### config.mk
export PLATFORM = sky130hd
export DESIGN_NAME = ahb_sram_slave
export DESIGN_NICKNAME = d
export VERILOG_FILES = /design/src/rtl/ahb_sram_pkg.sv /design/src/rtl/ahb_sram_capture.sv /design/src/rtl/ahb_sram_ctrl.sv /design/src/rtl/ahb_sram_array.sv /design/src/rtl/ahb_sram_slave.sv
export SDC_FILE = /design/constraint.sdc
export NUM_CORES = 2
export LEC_CHECK = 0
export BUFFER_PORTS_ARGS = -buffer_cell sky130_fd_sc_hd__buf_2
export CAP_MARGIN = 20
export CELL_PAD_IN_SITES_DETAIL_PLACEMENT = 1
export CELL_PAD_IN_SITES_GLOBAL_PLACEMENT = 2
export CORE_ASPECT_RATIO = 1.25
export CORE_UTILIZATION = 44
export DETAILED_ROUTE_END_ITERATION = 10
export PLACE_DENSITY = 0.78
export SYNTH_ARGS = -nofsm -noshare
export SYNTH_HDL_FRONTEND = slang
export SYNTH_SLANG_ARGS = --single-unit
### constraint.sdc
create_clock -name hclk -period 3.5 [get_ports hclk]
set_clock_uncertainty 0.15 [all_clocks]
set_input_delay 0.175 -clock hclk [delete_from_list [all_inputs] [get_ports hclk]]
set_output_delay 0.175 -clock hclk [all_outputs]
set_load 0.02 [all_outputs]
### src/rtl/ahb_sram_pkg.sv
package ahb_sram_pkg;
    typedef enum logic [1:0] {
        ST_IDLE = 2'd0,
        ST_WAIT = 2'd1,
        ST_DONE = 2'd2
    } dp_state_t;

    localparam logic [1:0] TR_IDLE   = 2'b00;
    localparam logic [1:0] TR_BUSY   = 2'b01;
    localparam logic [1:0] TR_NONSEQ = 2'b10;
    localparam logic [1:0] TR_SEQ    = 2'b11;

    localparam logic [2:0] SIZE_WORD = 3'b010;
endpackage

### src/rtl/ahb_sram_capture.sv
module ahb_sram_capture #(
    parameter int ADDR_W = 32
) (
    input  logic              clk,
    input  logic              rst_n,
    input  logic              hsel,
    input  logic              hready,
    input  logic [1:0]        htrans,
    input  logic              hwrite,
    input  logic [ADDR_W-1:0] haddr,
    output logic              accept,
    output logic              valid_r,
    output logic              write_r,
    output logic [ADDR_W-1:0] addr_r
);
    // NONSEQ and SEQ both have the upper transfer-type bit set
    assign accept = hsel && hready && htrans[1];

    always_ff @(posedge clk or negedge rst_n) begin
        if (!rst_n) begin
            valid_r <= 1'b0;
            write_r <= 1'b0;
            addr_r  <= '0;
        end else if (hready) begin
            valid_r <= accept;
            if (accept) begin
                write_r <= hwrite;
                addr_r  <= haddr;
            end
        end
    end

    // a stalled bus freezes the registered transfer
    p_hold_in_stall_r8: assert property (@(posedge clk) disable iff (!rst_n)
        !hready |=> ($stable(addr_r) && $stable(write_r) && $stable(valid_r)));
endmodule

### src/rtl/ahb_sram_ctrl.sv
module ahb_sram_ctrl
    import ahb_sram_pkg::*;
#(
    parameter int WAIT_STATES = 0
) (
    input  logic clk,
    input  logic rst_n,
    input  logic accept,
    input  logic valid_r,
    input  logic write_r,
    output logic hreadyout,
    output logic mem_we,
    output logic rd_en
);
    localparam int CNT_W  = (WAIT_STATES > 1) ? $clog2(WAIT_STATES) : 1;
    localparam int LAST_I = (WAIT_STATES > 0) ? WAIT_STATES - 1 : 0;

    dp_state_t        state, state_n;
    logic [CNT_W-1:0] cnt;

    always_comb begin
        state_n = ST_IDLE;
        unique case (state)
            ST_IDLE, ST_DONE: begin
                if (accept) state_n = (WAIT_STATES == 0) ? ST_DONE : ST_WAIT;
                else        state_n = ST_IDLE;
            end
            ST_WAIT: begin
                if (cnt == CNT_W'(LAST_I)) state_n = ST_DONE;
                else                       state_n = ST_WAIT;
            end
            default: state_n = ST_IDLE;
        endcase
    end

    always_ff @(posedge clk or negedge rst_n) begin
        if (!rst_n) begin
            state <= ST_IDLE;
            cnt   <= '0;
        end else begin
            state <= state_n;
            cnt   <= (state == ST_WAIT && state_n == ST_WAIT) ? cnt + CNT_W'(1) : '0;
        end
    end

    always_comb begin
        hreadyout = 1'b1;
        mem_we    = 1'b0;
        rd_en     = 1'b0;
        unique case (state)
            ST_IDLE: ;
            ST_WAIT: hreadyout = 1'b0;
            ST_DONE: begin
                mem_we = write_r;
                rd_en  = !write_r;
            end
            default: ;
        endcase
    end

    // the array is written only inside a registered transfer
    p_we_in_xfer_r3: assert property (@(posedge clk) disable iff (!rst_n)
        mem_we |-> valid_r);
    // zero-wait completion one cycle after acceptance
    p_zero_wait_r2: assert property (@(posedge clk) disable iff (!rst_n)
        (WAIT_STATES == 0 && accept) |=> hreadyout);
    // a wait state follows every accepted address phase
    p_wait_inserted_r7: assert property (@(posedge clk) disable iff (!rst_n)
        (WAIT_STATES > 0 && accept) |=> !hreadyout);
    // ready is low only with a transfer pending
    p_stall_needs_xfer_r10: assert property (@(posedge clk) disable iff (!rst_n)
        !hreadyout |-> valid_r);
    // nothing accepted, nothing accessed
    p_idle_no_access_r1: assert property (@(posedge clk) disable iff (!rst_n)
        (hreadyout && !accept) |=> !(mem_we || rd_en));
endmodule

### src/rtl/ahb_sram_array.sv
module ahb_sram_array #(
    parameter int DATA_W = 32,
    parameter int DEPTH  = 64,
    localparam int IDX_W = $clog2(DEPTH)
) (
    input  logic              clk,
    input  logic              we,
    input  logic              rd_en,
    input  logic [IDX_W-1:0]  idx,
    input  logic [DATA_W-1:0] wdata,
    output logic [DATA_W-1:0] rdata
);
    logic [DATA_W-1:0] mem [DEPTH];

    always_ff @(posedge clk) begin
        if (we) mem[idx] <= wdata;
    end

    assign rdata = rd_en ? mem[idx] : '0;
endmodule

### src/rtl/ahb_sram_slave.sv
module ahb_sram_slave
    import ahb_sram_pkg::*;
#(
    parameter int ADDR_W      = 32,
    parameter int DATA_W      = 32,
    parameter int DEPTH       = 64,
    parameter int WAIT_STATES = 0
) (
    input  logic              hclk,
    input  logic              hresetn,
    input  logic              hsel,
    input  logic [ADDR_W-1:0] haddr,
    input  logic [1:0]        htrans,
    input  logic              hwrite,
    input  logic [2:0]        hsize,
    input  logic [DATA_W-1:0] hwdata,
    input  logic              hready,
    output logic              hreadyout,
    output logic [DATA_W-1:0] hrdata,
    output logic              hresp
);
    localparam int IDX_W = $clog2(DEPTH);

    logic              accept, valid_r, write_r, mem_we, rd_en;
    logic [ADDR_W-1:0] addr_r;
    logic [IDX_W-1:0]  word_idx;

    ahb_sram_capture #(.ADDR_W(ADDR_W)) u_capture (
        .clk     (hclk),
        .rst_n   (hresetn),
        .hsel    (hsel),
        .hready  (hready),
        .htrans  (htrans),
        .hwrite  (hwrite),
        .haddr   (haddr),
        .accept  (accept),
        .valid_r (valid_r),
        .write_r (write_r),
        .addr_r  (addr_r)
    );

    ahb_sram_ctrl #(.WAIT_STATES(WAIT_STATES)) u_ctrl (
        .clk       (hclk),
        .rst_n     (hresetn),
        .accept    (accept),
        .valid_r   (valid_r),
        .write_r   (write_r),
        .hreadyout (hreadyout),
        .mem_we    (mem_we),
        .rd_en     (rd_en)
    );

    // word index from the registered address, byte offset dropped
    assign word_idx = addr_r[2 +: IDX_W];

    ahb_sram_array #(.DATA_W(DATA_W), .DEPTH(DEPTH)) u_array (
        .clk   (hclk),
        .we    (mem_we),
        .rd_en (rd_en),
        .idx   (word_idx),
        .wdata (hwdata),
        .rdata (hrdata)
    );

    assign hresp = 1'b0;

    // only word-sized transfers are served
    p_word_size_r11: assert property (@(posedge hclk) disable iff (!hresetn)
        accept |-> (hsize <= SIZE_WORD));
endmodule

==> results_tabular.tex <==
\begin{tabular}{lr}
\hline
Metric & Value \\
\hline
\multicolumn{2}{l}{\textbf{Cells and area}} \\
\quad Most frequent cells in the layout & sky130\_fd\_sc\_hd\_\_edfxtp\_1, sky130\_fd\_sc\_hd\_\_buf\_4, sky130\_fd\_sc\_hd\_\_mux2i\_1, sky130\_fd\_sc\_hd\_\_a22oi\_1, sky130\_fd\_sc\_hd\_\_clkbuf\_16 \\
\quad Post-Layout Cell Count & 7659 \\
\quad Filler cell count in the final layout & 15700 \\
\quad FF+latch area & roughly 60000 um\^{}2 \\
\quad Final core area utilization & 55.8\% \\
\quad Most common cell after layout, fill and taps aside & sky130\_fd\_sc\_hd\_\_edfxtp\_1 \\
\quad Share of final-layout standard cells stronger than drive strength 1 & 31.0\% \\
\quad Final layout net count & 5200 \\
\quad Total area of multi-input combinational cells & 17900 um\^{}2 \\
\quad Growth of design area from synthesis to finish & 26.1\% \\
\multicolumn{2}{l}{\textbf{CTS}} \\
\quad \# H-tree levels & 4 \\
\quad Clk root buf & sky130\_fd\_sc\_hd\_\_clkbuf\_16 \\
\quad Num CTS Buffers & 192 \\
\quad CTS tree & done \\
\quad Clock Sinks & 2058 \\
\quad Longest Clk Path Bufs & 3 \\
\quad Clock latency on the worst-skew pair & slightly below 0.9 ns \\
\quad Clock slew at reported path FFs & 0.06 ns \\
\multicolumn{2}{l}{\textbf{STA}} \\
\quad Final critical path time including I/O delays and setup & $\sim$4.2 ns \\
\quad Unrepaired setup endpoints after global routing & true \\
\quad Transition time at the pin with the least slew margin & 1.20 ns \\
\quad Final-report max-slew violation count & 0 \\
\quad Upper clock frequency limit & 0.240 GHz \\
\quad Slew HR & 20.1\% \\
\quad Final worst slack & -0.658 ns \\
\quad Final Hold Fails & 0 \\
\quad Aggregate negative setup slack & -16.38 ns \\
\quad Share of the clock period used by the worst path & 119\% \\
\quad Count of final setup violators & 32 \\
\multicolumn{2}{l}{\textbf{Setup path}} \\
\quad Critical path's most frequent cell & sky130\_fd\_sc\_hd\_\_buf\_4 \\
\quad Data arrival time at the worst-slack endpoint & 3.83 ns \\
\quad Cell-by-cell trace of the critical path & buf\_12 > clkbuf\_16 > buf\_4 > mux4\_2 > o211ai\_1 > o21ai\_0 > buf\_4 > a211oi\_4 > a31oi\_2 > buf\_4 > buf\_6 \\
\quad Largest stage delay on the critical path & 0.50 ns \\
\quad Critical path peak fanout & 7 \\
\quad Critical Path Source Type & flop \\
\quad Bufs and invs on worst path & 6 \\
\quad Kind of critical path & flop to output pin \\
\quad Type of element capturing the critical path & output pin \\
\quad Cell type group with the largest total delay on the critical path & buffers and inverters \\
\quad Max stage delay cell, worst path & sky130\_fd\_sc\_hd\_\_mux4\_2 \\
\quad Required @ worst endpoint & about 3.2 ns \\
\multicolumn{2}{l}{\textbf{Drt}} \\
\quad Total vias in the final route & 50400 \\
\quad Initial DRC count & 7480 \\
\quad Total Routed Length & 289000 um \\
\quad Average wire length per cell after detail routing & between 30 and 40 um \\
\quad Post-detailed-route via-to-cell ratio & 6.58 \\
\quad Number of optimization iterations in the first detailed-route pass & 5 \\
\quad DRC & 0 \\
\quad Post-detailed-route count of antenna-violating nets & 0 \\
\multicolumn{2}{l}{\textbf{Yosys}} \\
\quad Largest area contributor in the netlist & sky130\_fd\_sc\_hd\_\_edfxtp\_1 \\
\quad Number of distinct library cells after synthesis & 68 \\
\quad Number of enable-type register cells in the synthesized netlist & 2048 \\
\quad Register bit count reported by yosys & 2058 \\
\quad Gate Count Post-Synth & 4354 \\
\quad Part of the Yosys area used for sequential elements & 78.6\% \\
\quad Leading post-synthesis cells by cell area & sky130\_fd\_sc\_hd\_\_edfxtp\_1, sky130\_fd\_sc\_hd\_\_mux2i\_1, sky130\_fd\_sc\_hd\_\_a221oi\_1 \\
\quad Top\_reg\_cell synth & sky130\_fd\_sc\_hd\_\_edfxtp\_1 \\
\quad Syn\_area\_per\_cell & 18.0 um\^{}2 \\
\quad Synthesis Warnings & 0 \\
\quad Area share of the leading cell type in the synthesized netlist & 78.3\% \\
\quad Fraction of synthesis flops using an asynchronous set or reset pin & 0.486\% \\
\quad Post-Synthesis Cell Area & 78600 um\^{}2 \\
\multicolumn{2}{l}{\textbf{Flow run}} \\
\quad Maximum capacitance violations & 0 \\
\multicolumn{2}{l}{\textbf{Status}} \\
\quad Violated checks & setup timing \\
\quad Status & finished, violations left \\
\multicolumn{2}{l}{\textbf{Worst hold path}} \\
\quad Class of the most critical hold timing path & input pin to flop \\
\multicolumn{2}{l}{\textbf{GRT}} \\
\quad Total gr overflow & 0 \\
\quad Initial antenna violation count & 19 \\
\quad First-pass GRT wire length & 380000 um \\
\quad Met3 Usage GRT & roughly 6.2\% \\
\quad Global-route usage over all layers & 30.0\% \\
\quad Met1 usage in global routing & 36.0\% \\
\quad Maximum number of pins on one net before global-route repair & 65 \\
\quad Met2 global-route usage & 49.3\% \\
\quad Most used routing layer & met2 \\
\quad Vias in the first global route & 49800 \\
\multicolumn{2}{l}{\textbf{Power and ir drop}} \\
\quad Max VDD drop & 0.000612 V \\
\quad Power per unit of standard cell area & 621 nW/um\^{}2 \\
\quad Reported leakage power & between 0.03 and 0.04 uW \\
\multicolumn{2}{l}{\textbf{Die}} \\
\quad Io pins & 108 \\
\quad Vertical die dimension & between 400 and 500 um \\
\quad Row cnt & around 170 \\
\quad Width of the chip & $\sim$380 um \\
\quad Initial Util & 44.3\% \\
\quad Die Area & 180000 um\^{}2 \\
\quad Core box area & 177000 um\^{}2 \\
\multicolumn{2}{l}{\textbf{Place}} \\
\quad Cell Count Post-Placement & between 7000 and 8000 \\
\quad RePlAce Congestion & about 0.9 \\
\quad Hpwl dp & about 170000 um \\
\quad \# port buffers & 76 \\
\hline
\end{tabular}
==> state kept, by name, summed over array words and instances, names as in the netlist <==
name	cells
u_array.mem	2048
u_capture.addr_r	6
u_capture.write_r	1
u_ctrl.cnt	1
u_ctrl.state	2
==> layout make-up <==
type	count	share of cell area, %
Sequential cell	2058	62.4
Multi-Input combinational cell	1982	18.1
Timing Repair Buffer	889	10.1
Clock buffer	229	5.12
Tap cell	2362	2.98
Clock inverter	131	1.31
Inverter	3	0.0253
Antenna cell	5	0.0126
==> logic make-up (layout without fill, tap and decap cells) <==
kind of cell    count (synthesis)  in the layout  share of synthesized area, %
flops                        2058           2058                          78.6
compound gates               1190           1190                          11.0
simple gates                  408            410                          2.31
mux                           380            380                          5.78
buf+inv                       317           1252                          2.30
other cells                     1              7                       0.00477
==> stage by stage <==
step           instance area (um^2)  hold WS [ns]  total power [uW]  setup slack (ns)
2_1_floorplan                 78600        -0.271             32400            0.0397
3_3_place_gp                  86800       -0.0656             37100            -0.291
3_5_place_dp                  86900       -0.0583             37300            -0.334
4_1_cts                       96500       0.00802             59800            -0.635
5_1_grt                       99000         0.132             62500            -0.664
6_report                      99000         0.132             61500            -0.658
==> path summary, 6_finish.rpt <==
| check | start | slack, ns | depth (start not counted) | end |
|---|---|---|---|---|
| max in group asynchronous | hresetn | 2.45 | 3 | u_capture.addr_r[3]$_DFFE_PN0P_ |
| hold / removal | hwdata[25] | 0.13 | 2 | u_array.mem[32][25]$_DFFE_PP_ |
| min in group asynchronous | hresetn | 0.25 | 3 | u_capture.addr_r[4]$_DFFE_PN0P_ |
| hold reg to reg | u_ctrl.cnt$_DFF_PN0_ | 0.32 | 1 | u_ctrl.state[1]$_DFF_PN0_ |
| setup reg to reg | u_capture.addr_r[2]$_DFFE_PN0P_ | 0.30 | 11 | u_array.mem[34][19]$_DFFE_PP_ |
| setup / recovery | u_capture.addr_r[3]$_DFFE_PN0P_ | -0.66 | 11 | hrdata[12] |
==> Yosys cell counts (all sizes together) (13+ instances only) <==
cell type	count
a221o	15
a221oi	239
clkbuf	93
nor4	13
mux2	41
buf	221
o22a	13
a211oi	30
o221ai	21
mux2i	284
a31oi	32
nor2	221
a22oi	263
mux4	55
a41oi	26
a21oi	190
and4	14
o22ai	88
nand2	110
a22o	52
o21ai	131
o2bb2ai	39
o211ai	27
edfxtp	2048
==> metal layers <==
metal	part of all wire (%)	up-vias	wire [um]
met5	0.031	-	89
met4	7.6	16	21800
met2	48	3621	140000
met1	35	26200	100000
li1	-	19600	-
met3	9.4	902	27300
==> power breakdown <==
group          switching, uW  leakage (uW)  internal [uW]
sequential              71.9        0.0185          27200
clock                   9490       0.00310          12100
combinational           7690        0.0106           5070
total                  17300        0.0323          44300
==> what timing repair did <==
| item | 4_1_cts | 5_1_grt |
|---|---|---|
| hold endpoints to repair | 1177 | 118 |
| endpoints found under the setup margin | 32 | 32 |
| pin swaps | 130 | 170 |
| resized for setup | 423 | 292 |
| cloned | 8 | 16 |
| buffers inserted | 82 | 93 |
| hold buffers | 53 | 2 |
Note: power is estimated with default switching activity, not from simulation.
